`src/rtl/tmr_pkg.sv`:
```
package tmr_pkg;

    // register index inside one channel window (address bits 3:2)
    typedef enum logic [1:0] {
        RSEL_CTRL  = 2'd0,
        RSEL_STAT  = 2'd1,
        RSEL_TERM  = 2'd2,
        RSEL_COUNT = 2'd3
    } tmr_rsel_e;

    // control field bit positions (fixed by the register layout)
    localparam int unsigned CTRL_IE_BIT   = 8;
    localparam int unsigned CTRL_RUN_BIT  = 5;
    localparam int unsigned CTRL_SHOT_BIT = 4;
    localparam int unsigned CTRL_DIV_LSB  = 0;
    localparam int unsigned DIV_CODE_W    = 4;

    // window geometry
    localparam int unsigned WIN_SHIFT = 7;   // 0x80 stride

    typedef struct packed {
        logic                  ie;
        logic                  run;
        logic                  shot;
        logic [DIV_CODE_W-1:0] div;
    } tmr_ctrl_t;

endpackage

```
`src/rtl/tmr_prescaler.sv`:
```
module tmr_prescaler
    import tmr_pkg::*;
#(
    parameter int unsigned MAX_SHIFT = 8
) (
    input  logic                  clk,
    input  logic                  rst_n,
    input  logic                  run_i,
    input  logic                  restart_i,
    input  logic [DIV_CODE_W-1:0] code_i,
    output logic                  tick_o
);

    localparam int unsigned PRE_W = (MAX_SHIFT < 1) ? 1 : MAX_SHIFT;

    typedef struct packed {
        logic [PRE_W-1:0] acc;
    } pre_state_t;

    pre_state_t             st_d, st_q;
    logic [DIV_CODE_W-1:0]  eff_code;
    logic [PRE_W-1:0]       limit;

    always_comb begin
        if (int'(code_i) > int'(MAX_SHIFT)) begin
            eff_code = DIV_CODE_W'(MAX_SHIFT);
        end else begin
            eff_code = code_i;
        end
        limit  = {PRE_W{1'b1}} >> (PRE_W - int'(eff_code));
        tick_o = run_i && (st_q.acc == limit);

        st_d = st_q;
        if (restart_i) begin
            st_d.acc = '0;
        end else if (run_i) begin
            if (tick_o) begin
                st_d.acc = '0;
            end else begin
                st_d.acc = st_q.acc + 1'b1;
            end
        end
    end

    always_ff @(posedge clk or negedge rst_n) begin
        if (!rst_n) begin
            st_q <= '0;
        end else begin
            st_q <= st_d;
        end
    end

    // a non-unity divider never ticks on two consecutive clocks
    assert_tick_spacing_R4: assert property (@(posedge clk) disable iff (!rst_n)
        (tick_o && eff_code != '0 && !restart_i) |=> !tick_o);

    // a restart always brings the divider back to its origin
    assert_restart_origin_R3: assert property (@(posedge clk) disable iff (!rst_n)
        restart_i |=> (st_q.acc == '0));

endmodule

```
`src/rtl/tmr_decode.sv`:
```
module tmr_decode
    import tmr_pkg::*;
#(
    parameter int unsigned ADDR_W = 9,
    parameter int unsigned NUM_CH = 2,
    parameter int unsigned CH_W   = 1
) (
    input  logic [ADDR_W-1:0] addr_i,
    output logic              hit_o,
    output logic [CH_W-1:0]   ch_o,
    output tmr_rsel_e         rsel_o
);

    localparam int unsigned BLK_W = ADDR_W - WIN_SHIFT;

    logic [BLK_W-1:0] blk;
    logic [WIN_SHIFT-1:0] off;

    always_comb begin
        blk    = addr_i[ADDR_W-1:WIN_SHIFT];
        off    = addr_i[WIN_SHIFT-1:0];
        rsel_o = tmr_rsel_e'(off[3:2]);
        hit_o  = (int'(blk) >= 1) && (int'(blk) <= int'(NUM_CH))
                 && (off[WIN_SHIFT-1:4] == '0) && (off[1:0] == 2'b00);
        if (hit_o) begin
            ch_o = CH_W'(int'(blk) - 1);
        end else begin
            ch_o = '0;
        end
    end

endmodule

```
`src/rtl/tmr_channel.sv`:
```
module tmr_channel
    import tmr_pkg::*;
#(
    parameter int unsigned DATA_W    = 16,
    parameter int unsigned CNT_W     = 16,
    parameter int unsigned MAX_SHIFT = 8
) (
    input  logic              clk,
    input  logic              rst_n,
    input  logic              wr_i,
    input  tmr_rsel_e         rsel_i,
    input  logic [DATA_W-1:0] wdata_i,
    output logic [DATA_W-1:0] rdata_o,
    output logic              irq_o
);

    typedef struct packed {
        tmr_ctrl_t        ctrl;
        logic             pend;
        logic [CNT_W-1:0] term;
        logic [CNT_W-1:0] count;
    } ch_state_t;

    ch_state_t st_d, st_q;
    logic      tick;
    logic      restart;
    logic      ctrl_wr;
    logic      stat_wr;
    logic      term_wr;
    logic      at_term;

    always_comb begin
        ctrl_wr = wr_i && (rsel_i == RSEL_CTRL);
        stat_wr = wr_i && (rsel_i == RSEL_STAT);
        term_wr = wr_i && (rsel_i == RSEL_TERM);
        restart = ctrl_wr && !st_q.ctrl.run && wdata_i[CTRL_RUN_BIT];
        at_term = (st_q.count == st_q.term);
    end

    tmr_prescaler #(
        .MAX_SHIFT (MAX_SHIFT)
    ) i_prescaler (
        .clk       (clk),
        .rst_n     (rst_n),
        .run_i     (st_q.ctrl.run),
        .restart_i (restart),
        .code_i    (st_q.ctrl.div),
        .tick_o    (tick)
    );

    always_comb begin
        st_d = st_q;

        // counting engine
        if (st_q.ctrl.run && tick) begin
            if (at_term) begin
                if (st_q.ctrl.shot) begin
                    st_d.ctrl.run = 1'b0;
                end else begin
                    st_d.count = '0;
                end
            end else begin
                st_d.count = st_q.count + 1'b1;
            end
        end

        // acknowledge, then a same-cycle match wins
        if (stat_wr && wdata_i[0]) begin
            st_d.pend = 1'b0;
        end
        if (st_q.ctrl.run && tick && at_term) begin
            st_d.pend = 1'b1;
        end

        // software writes
        if (ctrl_wr) begin
            st_d.ctrl.ie   = wdata_i[CTRL_IE_BIT];
            st_d.ctrl.run  = wdata_i[CTRL_RUN_BIT];
            st_d.ctrl.shot = wdata_i[CTRL_SHOT_BIT];
            st_d.ctrl.div  = wdata_i[CTRL_DIV_LSB +: DIV_CODE_W];
        end
        if (term_wr) begin
            st_d.term = wdata_i[CNT_W-1:0];
        end
        if (restart) begin
            st_d.count = '0;
        end
    end

    always_ff @(posedge clk or negedge rst_n) begin
        if (!rst_n) begin
            st_q <= '0;
        end else begin
            st_q <= st_d;
        end
    end

    always_comb begin
        rdata_o = '0;
        unique case (rsel_i)
            RSEL_CTRL: begin
                rdata_o[CTRL_IE_BIT]                    = st_q.ctrl.ie;
                rdata_o[CTRL_RUN_BIT]                   = st_q.ctrl.run;
                rdata_o[CTRL_SHOT_BIT]                  = st_q.ctrl.shot;
                rdata_o[CTRL_DIV_LSB +: DIV_CODE_W]     = st_q.ctrl.div;
            end
            RSEL_STAT:  rdata_o[0] = st_q.pend;
            RSEL_TERM:  rdata_o[CNT_W-1:0] = st_q.term;
            RSEL_COUNT: rdata_o[CNT_W-1:0] = st_q.count;
            default:    rdata_o = '0;
        endcase
        irq_o = st_q.pend && st_q.ctrl.ie;
    end

    // counting step while running below the terminal value
    assert_count_step_R3: assert property (@(posedge clk) disable iff (!rst_n)
        (st_q.ctrl.run && tick && !at_term && !ctrl_wr)
        |=> (st_q.count == $past(st_q.count) + 1'b1));

    // periodic wrap at the terminal value latches the flag
    assert_wrap_R5: assert property (@(posedge clk) disable iff (!rst_n)
        (st_q.ctrl.run && !st_q.ctrl.shot && tick && at_term && !ctrl_wr)
        |=> (st_q.count == '0 && st_q.pend));

    // single-shot stop at the terminal value
    assert_shot_stop_R6: assert property (@(posedge clk) disable iff (!rst_n)
        (st_q.ctrl.run && st_q.ctrl.shot && tick && at_term && !ctrl_wr)
        |=> (!st_q.ctrl.run && st_q.pend && $stable(st_q.count)));

    // an idle channel keeps its count
    assert_idle_hold_R11: assert property (@(posedge clk) disable iff (!rst_n)
        (!st_q.ctrl.run && !ctrl_wr) |=> $stable(st_q.count));

    // pending flag with interrupts enabled keeps the line up
    assert_irq_level_R8: assert property (@(posedge clk) disable iff (!rst_n)
        (st_q.pend && st_q.ctrl.ie && !stat_wr && !ctrl_wr) |=> irq_o);

    // writing zero to the status never clears it
    assert_w0_keeps_R7: assert property (@(posedge clk) disable iff (!rst_n)
        (stat_wr && !wdata_i[0] && st_q.pend) |=> st_q.pend);

endmodule

```
`src/rtl/dual_interval_timer.sv`:
```
module dual_interval_timer
    import tmr_pkg::*;
#(
    parameter int unsigned ADDR_W    = 9,
    parameter int unsigned DATA_W    = 16,
    parameter int unsigned CNT_W     = 16,
    parameter int unsigned NUM_CH    = 2,
    parameter int unsigned MAX_SHIFT = 8
) (
    input  logic              clk,
    input  logic              rst_n,
    input  logic [ADDR_W-1:0] bus_addr,
    input  logic              bus_wr,
    input  logic [DATA_W-1:0] bus_wdata,
    output logic [DATA_W-1:0] bus_rdata,
    output logic [NUM_CH-1:0] tmr_irq
);

    localparam int unsigned CH_W = (NUM_CH > 1) ? $clog2(NUM_CH) : 1;

    logic              hit;
    logic [CH_W-1:0]   ch_idx;
    tmr_rsel_e         rsel;
    logic [DATA_W-1:0] ch_rdata [NUM_CH];
    logic [NUM_CH-1:0] ch_sel;

    tmr_decode #(
        .ADDR_W (ADDR_W),
        .NUM_CH (NUM_CH),
        .CH_W   (CH_W)
    ) i_decode (
        .addr_i (bus_addr),
        .hit_o  (hit),
        .ch_o   (ch_idx),
        .rsel_o (rsel)
    );

    for (genvar c = 0; c < NUM_CH; c++) begin : g_ch
        assign ch_sel[c] = hit && (int'(ch_idx) == c);

        tmr_channel #(
            .DATA_W    (DATA_W),
            .CNT_W     (CNT_W),
            .MAX_SHIFT (MAX_SHIFT)
        ) i_channel (
            .clk     (clk),
            .rst_n   (rst_n),
            .wr_i    (bus_wr && ch_sel[c]),
            .rsel_i  (rsel),
            .wdata_i (bus_wdata),
            .rdata_o (ch_rdata[c]),
            .irq_o   (tmr_irq[c])
        );
    end

    always_comb begin
        bus_rdata = '0;
        for (int c = 0; c < NUM_CH; c++) begin
            if (ch_sel[c]) begin
                bus_rdata = bus_rdata | ch_rdata[c];
            end
        end
    end

    // at most one channel window answers an address
    assert_one_window_R1: assert property (@(posedge clk) disable iff (!rst_n)
        $onehot0(ch_sel));

    // unmapped addresses read as zero
    assert_unmapped_zero_R1: assert property (@(posedge clk) disable iff (!rst_n)
        !hit |-> (bus_rdata == '0));

endmodule

```
`config.mk`:
```
export PLATFORM = sky130hd
export DESIGN_NAME = dual_interval_timer
export DESIGN_NICKNAME = d
export VERILOG_FILES = /design/src/rtl/tmr_pkg.sv /design/src/rtl/tmr_prescaler.sv /design/src/rtl/tmr_decode.sv /design/src/rtl/tmr_channel.sv /design/src/rtl/dual_interval_timer.sv
export SDC_FILE = /design/constraint.sdc
export NUM_CORES = 1
export LEC_CHECK = 0
export ABC_AREA = 1
export BUFFER_PORTS_ARGS = -buffer_cell sky130_fd_sc_hd__buf_2
export CORE_MARGIN = 4
export CORE_UTILIZATION = 45
export DETAILED_ROUTE_END_ITERATION = 6
export HOLD_SLACK_MARGIN = 0.12
export PLACE_DENSITY_LB_ADDON = 0.25
export SETUP_SLACK_MARGIN = 0.3
export SYNTH_ARGS = -nofsm -noshare
export SYNTH_HDL_FRONTEND = slang
export SYNTH_SLANG_ARGS = --single-unit
```
`constraint.sdc`:
```
create_clock -name clk -period 2.95 [get_ports clk]
set_input_delay 0.1475 -clock clk [delete_from_list [all_inputs] [get_ports clk]]
set_output_delay 0.1475 -clock clk [all_outputs]
set_load 0.01 [all_outputs]
```
[Word-level counts from Yosys, hierarchy flattened]
Index checks and enable logic that the tools add are counted.
Word-level totals
  register bits: 96
  output and inout bits: 18
  input port bits: 28
Cells by class
  order comparisons: 4
  shifts and indexed selects: 2
  add/sub/neg operators: 7
  muxes and demuxes: 41
  reduce and logical (&&, ||, !) cells: 48
  bitwise gates (word level): 2
  equal/unequal tests: 9
Operators by type and width (count)
  2-to-1 mux 16 bit: 10
  >> shifter 8 x 32 -> 8 bit (first input constant): 2
  2-to-1 mux 8 bit: 6
  adder 16 x 1 -> 16 bit (second input constant): 2
  equality test 16 bit: 2
  one-hot mux 5 bit (3 select lines): 2
  one-hot mux 7 bit (2 select lines): 2
  logical AND 1 bit: 27
  nonzero test 2 bit: 12
  adder 8 x 1 -> 8 bit (second input constant): 2
  equality test 8 bit: 2
  OR 16 bit: 1
  2-to-1 mux 6 bit: 2
  2-to-1 mux 1 bit: 11
  subtractor 4 x 4 -> 5 bit (first input constant): 2
  > comparator 4 bit (second input constant): 2
  2-to-1 mux 4 bit: 2
  one-hot mux 1 bit (4 select lines): 2
  one-hot mux 2 bit (2 select lines): 2
  != test 3 bit (second input constant): 2
  one-hot mux 1 bit (3 select lines): 2
  AND reduction 3 bit: 2
  equality test 2 bit (second input constant): 2
  logical NOT 2 bit: 2
  other kinds (8): 10

[Longest topological paths before layout]
  word-level depth: 13
  mapped depth: 18
  mapped depth without buffers: 17

[Hierarchy]
A second synthesis with hierarchy kept.
Unflattened totals
  cells, all modules: 1017
  area, all modules: 6954.2 µm²
By module, submodules not included
  tmr_channel: seq. area each 1001.0 µm², area an instance 2419.8 µm², cells each 339, times used 2
  tmr_prescaler: seq. area each 200.2 µm², area an instance 824.5 µm², cells each 131, times used 2
  dual_interval_timer: seq. area each 0.0 µm², area an instance 395.4 µm², cells each 61, times used 1
  tmr_decode: seq. area each 0.0 µm², area an instance 70.1 µm², cells each 16, times used 1

[Worst setup path after synthesis]
OpenSTA, ideal clock, no wires.
  path type: register to register
  start: register g_ch[1].i_channel.st_q[34] in the netlist's numbering
  end: register g_ch[1].i_channel.st_q[10] in the netlist's numbering
  slack: 0.701 ns
  cell stages (with the launch flop): 16
  required time: 2.832 ns
  data arrival time: 2.131 ns
  path buffers: 1
  path through: dfrtp_1 > nor3_1 > o21ai_0 > ha_1 > inv_1 > nand2_1 > nand2_1 > nand2_1 > nand3_1 > xor2_1 > inv_1 > nor2_2 > nand3_2 > buf_2 > nand3_1 > nand2_1
On the way
  cells in the longest elaborated chain, start to end: 9
RTL lines
  start, declared: RTL line tmr_channel.sv:24  | ch_state_t st_d, st_q;
  start signal, assigned: RTL line tmr_channel.sv:94  | st_q <= st_d;
  > comparator 4 bit: RTL line tmr_prescaler.sv:25  | if (int'(code_i) > int'(MAX_SHIFT)) begin
  2-to-1 mux 4 bit *: RTL line tmr_prescaler.sv:25
  subtractor 4 x 4 -> 5 bit *: RTL line tmr_prescaler.sv:30  | limit = {PRE_W{1'b1}} >> (PRE_W - int'(eff_code));
  >> shifter 8 x 32 -> 8 bit *: RTL line tmr_prescaler.sv:30
  equality test 8 bit *: RTL line tmr_prescaler.sv:31  | tick_o = run_i && (st_q.acc == limit);
  logical AND 1 bit *: RTL line tmr_prescaler.sv:31
  logical AND 1 bit *: RTL line tmr_channel.sv:55  | if (st_q.ctrl.run && tick) begin
  nonzero test 2 bit (no source line) *
  AND reduction 2 bit (no source line) *
Mark *: on every way between the ends. The rest lies on a longest branch, timed or not.
A chain may end at the register's enable or synchronous reset.

[Worst setup path in the final report]
  start: register g_ch[1].i_channel.st_q[33] in the netlist's numbering
  end: register g_ch[1].i_channel.i_prescaler.st_q[3] in the netlist's numbering
On the way
  cells in the longest elaborated chain, start to end: 9
RTL lines
  > comparator 4 bit: RTL line tmr_prescaler.sv:25
  2-to-1 mux 4 bit *: RTL line tmr_prescaler.sv:25
  subtractor 4 x 4 -> 5 bit *: RTL line tmr_prescaler.sv:30
  >> shifter 8 x 32 -> 8 bit *: RTL line tmr_prescaler.sv:30
  equality test 8 bit *: RTL line tmr_prescaler.sv:31
  logical AND 1 bit *: RTL line tmr_prescaler.sv:31
  2-to-1 mux 8 bit *: RTL line tmr_prescaler.sv:37  | if (tick_o) begin
  2-to-1 mux 8 bit *: RTL line tmr_prescaler.sv:36  | end else if (run_i) begin
  2-to-1 mux 8 bit *: RTL line tmr_prescaler.sv:34  | if (restart_i) begin
  end signal, assigned: RTL line tmr_prescaler.sv:49  | st_q <= st_d;
  end, declared: RTL line tmr_prescaler.sv:20  | pre_state_t st_d, st_q;
Mark *: on every way between the ends. The rest lies on a longest branch, timed or not. The select of a mux whose other input is x is not followed.

==> results.cfg <==
[cells_and_area]
final_layout_size_suffix_gt1_share_pct = 12.5
fillerInstances = 1398
antenna-diode-count = 0
finalNetCount = 1002
layout_utilization_pct = 52.9
area_growth_pct = 14.0
layoutNonFillerInstCount = 1153

[worst_setup_path]
start_kind = flip-flop
crit_type = reg2reg
critical_path.max_stage_delay_ns = 0.42
critical_path.endpoint_type = flip-flop
cell_with_the_largest_stage_delay_on_the_worst_path = sky130_fd_sc_hd__dfrtp_1
critical-path-top-cell-by-count = sky130_fd_sc_hd__nand2_1
critical_path_peak_fanout = 7
critPathRequiredTime_ns = 3.18
critPathArrivalTime_ns = 2.70
crit_chain = nor3_2 > o21ai_1 > ha_1 > inv_1 > nand2_1 > nand2_1 > nand2_1 > nand3_1 > xor2_1 > inv_1 > nor2_4 > nand2_4 > nand2_1 > o21ai_0

[sta]
relSlewSlack_pct = 56.5
finalSetupViolCount = 0
period_share_pct = 83.7
tightestPinTransition_ns = 0.652
setup_repair_after_global_routing_missed_its_margin = false
timing.fmax_mhz = 405
crit_path_time_final_ns = 2.47
finalHoldViolations = 0
slew_viol_final = 0
fin_tns_setup_ns = 0
worst_clock_skew_ns = 0.0105

[placed_design]
finalWeightedCongestion = 0.866
port_buffers = 45
place.detailed.hpwl_um = 12600
place_inst = 1117

[die]
std_cell_rows = 43
core_area_mm2 = 0.0140
floorplan.initialDensity_pct = 46.4
die_w_um = 128
die_h_um = 128
die-area_mm2 = 0.0165
pin_count = 46

[detailed_routing]
routed-via-count = 6126
drt_iter0_drc = 526
avgViaCountPerCell = 5.31
total_routed_length_um = 17600
drt-wirelength-per-cell_um = 15.3
drtPass1Iterations = 5
detail_route.drc_violations = 0
ant_nets = 0

[power]
total_leakage_power_nw = 3.60
p_per_area_mw_per_mm2 = 468
vdd_drop_max_v = 0.000325

[min_path]
hp-class = in2reg

[grt]
globalRouteOverflowTotal = 0
grt_pass1_vias = 5788
grt_first_pass_wirelength_um = 29000
grt_use_total_pct = 21.9
largest_net_degree_at_the_start_of_global_routing = 50
grt_antenna_before_repair = 0

[clock_network]
numCtsBuffers = 9
cts_max_level = 3
clock_tree.buffer_depth = 2
numClockSinks = 96
cell_at_the_root_of_the_clock_tree = sky130_fd_sc_hd__clkbuf_16
clkSlewWorstSetupHoldPaths_ns = 0.06
cts_tree = done
clk-insertion-delay-late_ns = 0.36

[logic_synthesis]
library_cells_used_by_synthesis = 44
netlist_instances = 922
syn_avg_cell_area_um2 = 7.07
syn_nets = 956
synth_seq_cells = 96
synth_area_mm2 = 0.00652
yosysWarnings = 0
seq_area_frac_synth_pct = 36.8

[flow_run]
drv.max_cap_violation_count = 0

[status]
outcome = finished clean
state kept, by name, indices dropped and copies added, names as in the netlist:
register / flops
g_ch.i_channel.st_q: 80
g_ch.i_channel.i_prescaler.st_q: 16
cells by family after synthesis:
logic type                 count (synthesis)  share of synthesized area, %
and+or+nand+nor                          477                          33.1
AOI/OAI and AO/OA                        125                          10.8
adders and majority gates                  6                          1.15
buffers and inverters                    156                          9.77
xor gates and xnor gates                  62                          8.33
DFF                                       96                          36.8
critical path: cells and delay by family (launching register included):
kind	cells	cell delay (ns)
buf+inv	2	0.22
fa+ha+maj	1	0.23
flops	1	0.42
simple gates	8	1.07
compound gates	2	0.19
xor+xnor	1	0.22
power breakdown:
part	leakage (nW)	internal, W	switching, W
registers	1.28	0.00141	0.000110
logic	2.17	0.000257	0.000468
clock network	0.148	0.000701	0.000528
total	3.60	0.00237	0.00111
metrics by stage:
| stage | instance area, um2 | hold slack, ns | total power [W] | worst slack, ns |
|---|---|---|---|---|
| finish | 7430 | 0.152 | 0.00348 | 0.479 |
| global route | 7430 | 0.162 | 0.00368 | 0.252 |
| CTS | 7320 | 0.154 | 0.00345 | 0.341 |
| detailed placement | 6870 | 0.213 | 0.00221 | 0.255 |
| global placement | 6870 | 0.208 | 0.00221 | 0.367 |
| floorplan | 6520 | -0.148 | 0.00202 | 0.701 |
layout make-up:
class | instances | area, um2 | share of cell area [%]
Timing Repair Buffer | 76 | 520 | 7.00
Sequential cell | 96 | 2400 | 32.3
Clock buffer | 11 | 253 | 3.40
Multi-Input combinational cell | 671 | 3550 | 47.7
Inverter | 114 | 430 | 5.79
Tap cell | 180 | 225 | 3.03
Clock inverter | 5 | 55.1 | 0.740
synthesized netlist by cell type (all sizes together):
master / number / area [um2]
nor4: 1 / 6.26
xnor2: 22 / 193
o21bai: 1 / 7.51
clkbuf: 23 / 96.3
inv: 111 / 417
nor2: 75 / 322
ha: 6 / 75.1
o21ai: 89 / 445
and2: 1 / 6.26
xor2: 40 / 350
o221ai: 1 / 8.76
nand3: 101 / 536
o41ai: 1 / 8.76
nand2: 238 / 921
a31o: 3 / 26.3
o211ai: 1 / 7.51
o2111ai: 1 / 8.76
a221oi: 3 / 26.3
o31ai: 1 / 7.51
clkinv: 3 / 11.3
buf: 19 / 113
nand3b: 1 / 7.51
o22ai: 7 / 43.8
a22o: 6 / 52.6
dfrtp: 96 / 2400
a31oi: 1 / 6.26
a21boi: 1 / 11.3
nand4: 36 / 231
or2: 3 / 18.8
nor3: 21 / 110
a21oi: 9 / 45.0
placed cells by master (no fill, tap or decap), drive strengths merged, types with 2 or more instances in the layout:
cell,count
nand2,238
inv,111
nand3,101
dfrtp,96
o21ai,89
nor2,76
buf,62
xor2,40
nand4,36
xnor2,22
nor3,21
dlygate4sd3,14
clkbuf,11
a21oi,9
o22ai,7
a22o,6
ha,6
clkinv,5
or2,3
a31o,3
a221oi,3
clkinvlp,2
metal layers:
metal | vias up | part of all wire, % | global-route usage, %
met5 | - | 0 | 0
met1 | 2871 | 48 | 30.9
met3 | 26 | 5.1 | 4.65
met4 | 0 | 1.8 | 6.80
met2 | 149 | 45 | 33.9
li1 | 3080 | - | -
worst paths after layout:
| check | from | end | slack [ns] | cells past startpoint |
|---|---|---|---|---|
| min in group asynchronous | rst_n | g_ch[1].i_channel.i_prescaler.st_q[3] | 0.34 | 2 |
| hold reg to reg | g_ch[1].i_channel.st_q[29] | g_ch[1].i_channel.st_q[29] | 0.51 | 2 |
| hold / removal | bus_wdata[1] | g_ch[1].i_channel.st_q[34] | 0.15 | 3 |
| setup / recovery | g_ch[1].i_channel.st_q[33] | g_ch[1].i_channel.i_prescaler.st_q[3] | 0.48 | 14 |
| max in group asynchronous | rst_n | g_ch[0].i_channel.st_q[11] | 1.90 | 3 |
| setup reg to reg | g_ch[1].i_channel.st_q[33] | g_ch[1].i_channel.i_prescaler.st_q[3] | 0.48 | 14 |
repair_timing:
action / 4_1_cts / 5_1_grt
buffers inserted: 0 / 5
pin swaps: 0 / 6
gates resized for setup: 1 / 12
gates cloned: 0 / 1
hold buffers: 14 / 0
setup endpoints to repair: 12 / 46
endpoints found under the hold margin: 68 / 0
Power figures use the tool's default switching activity.
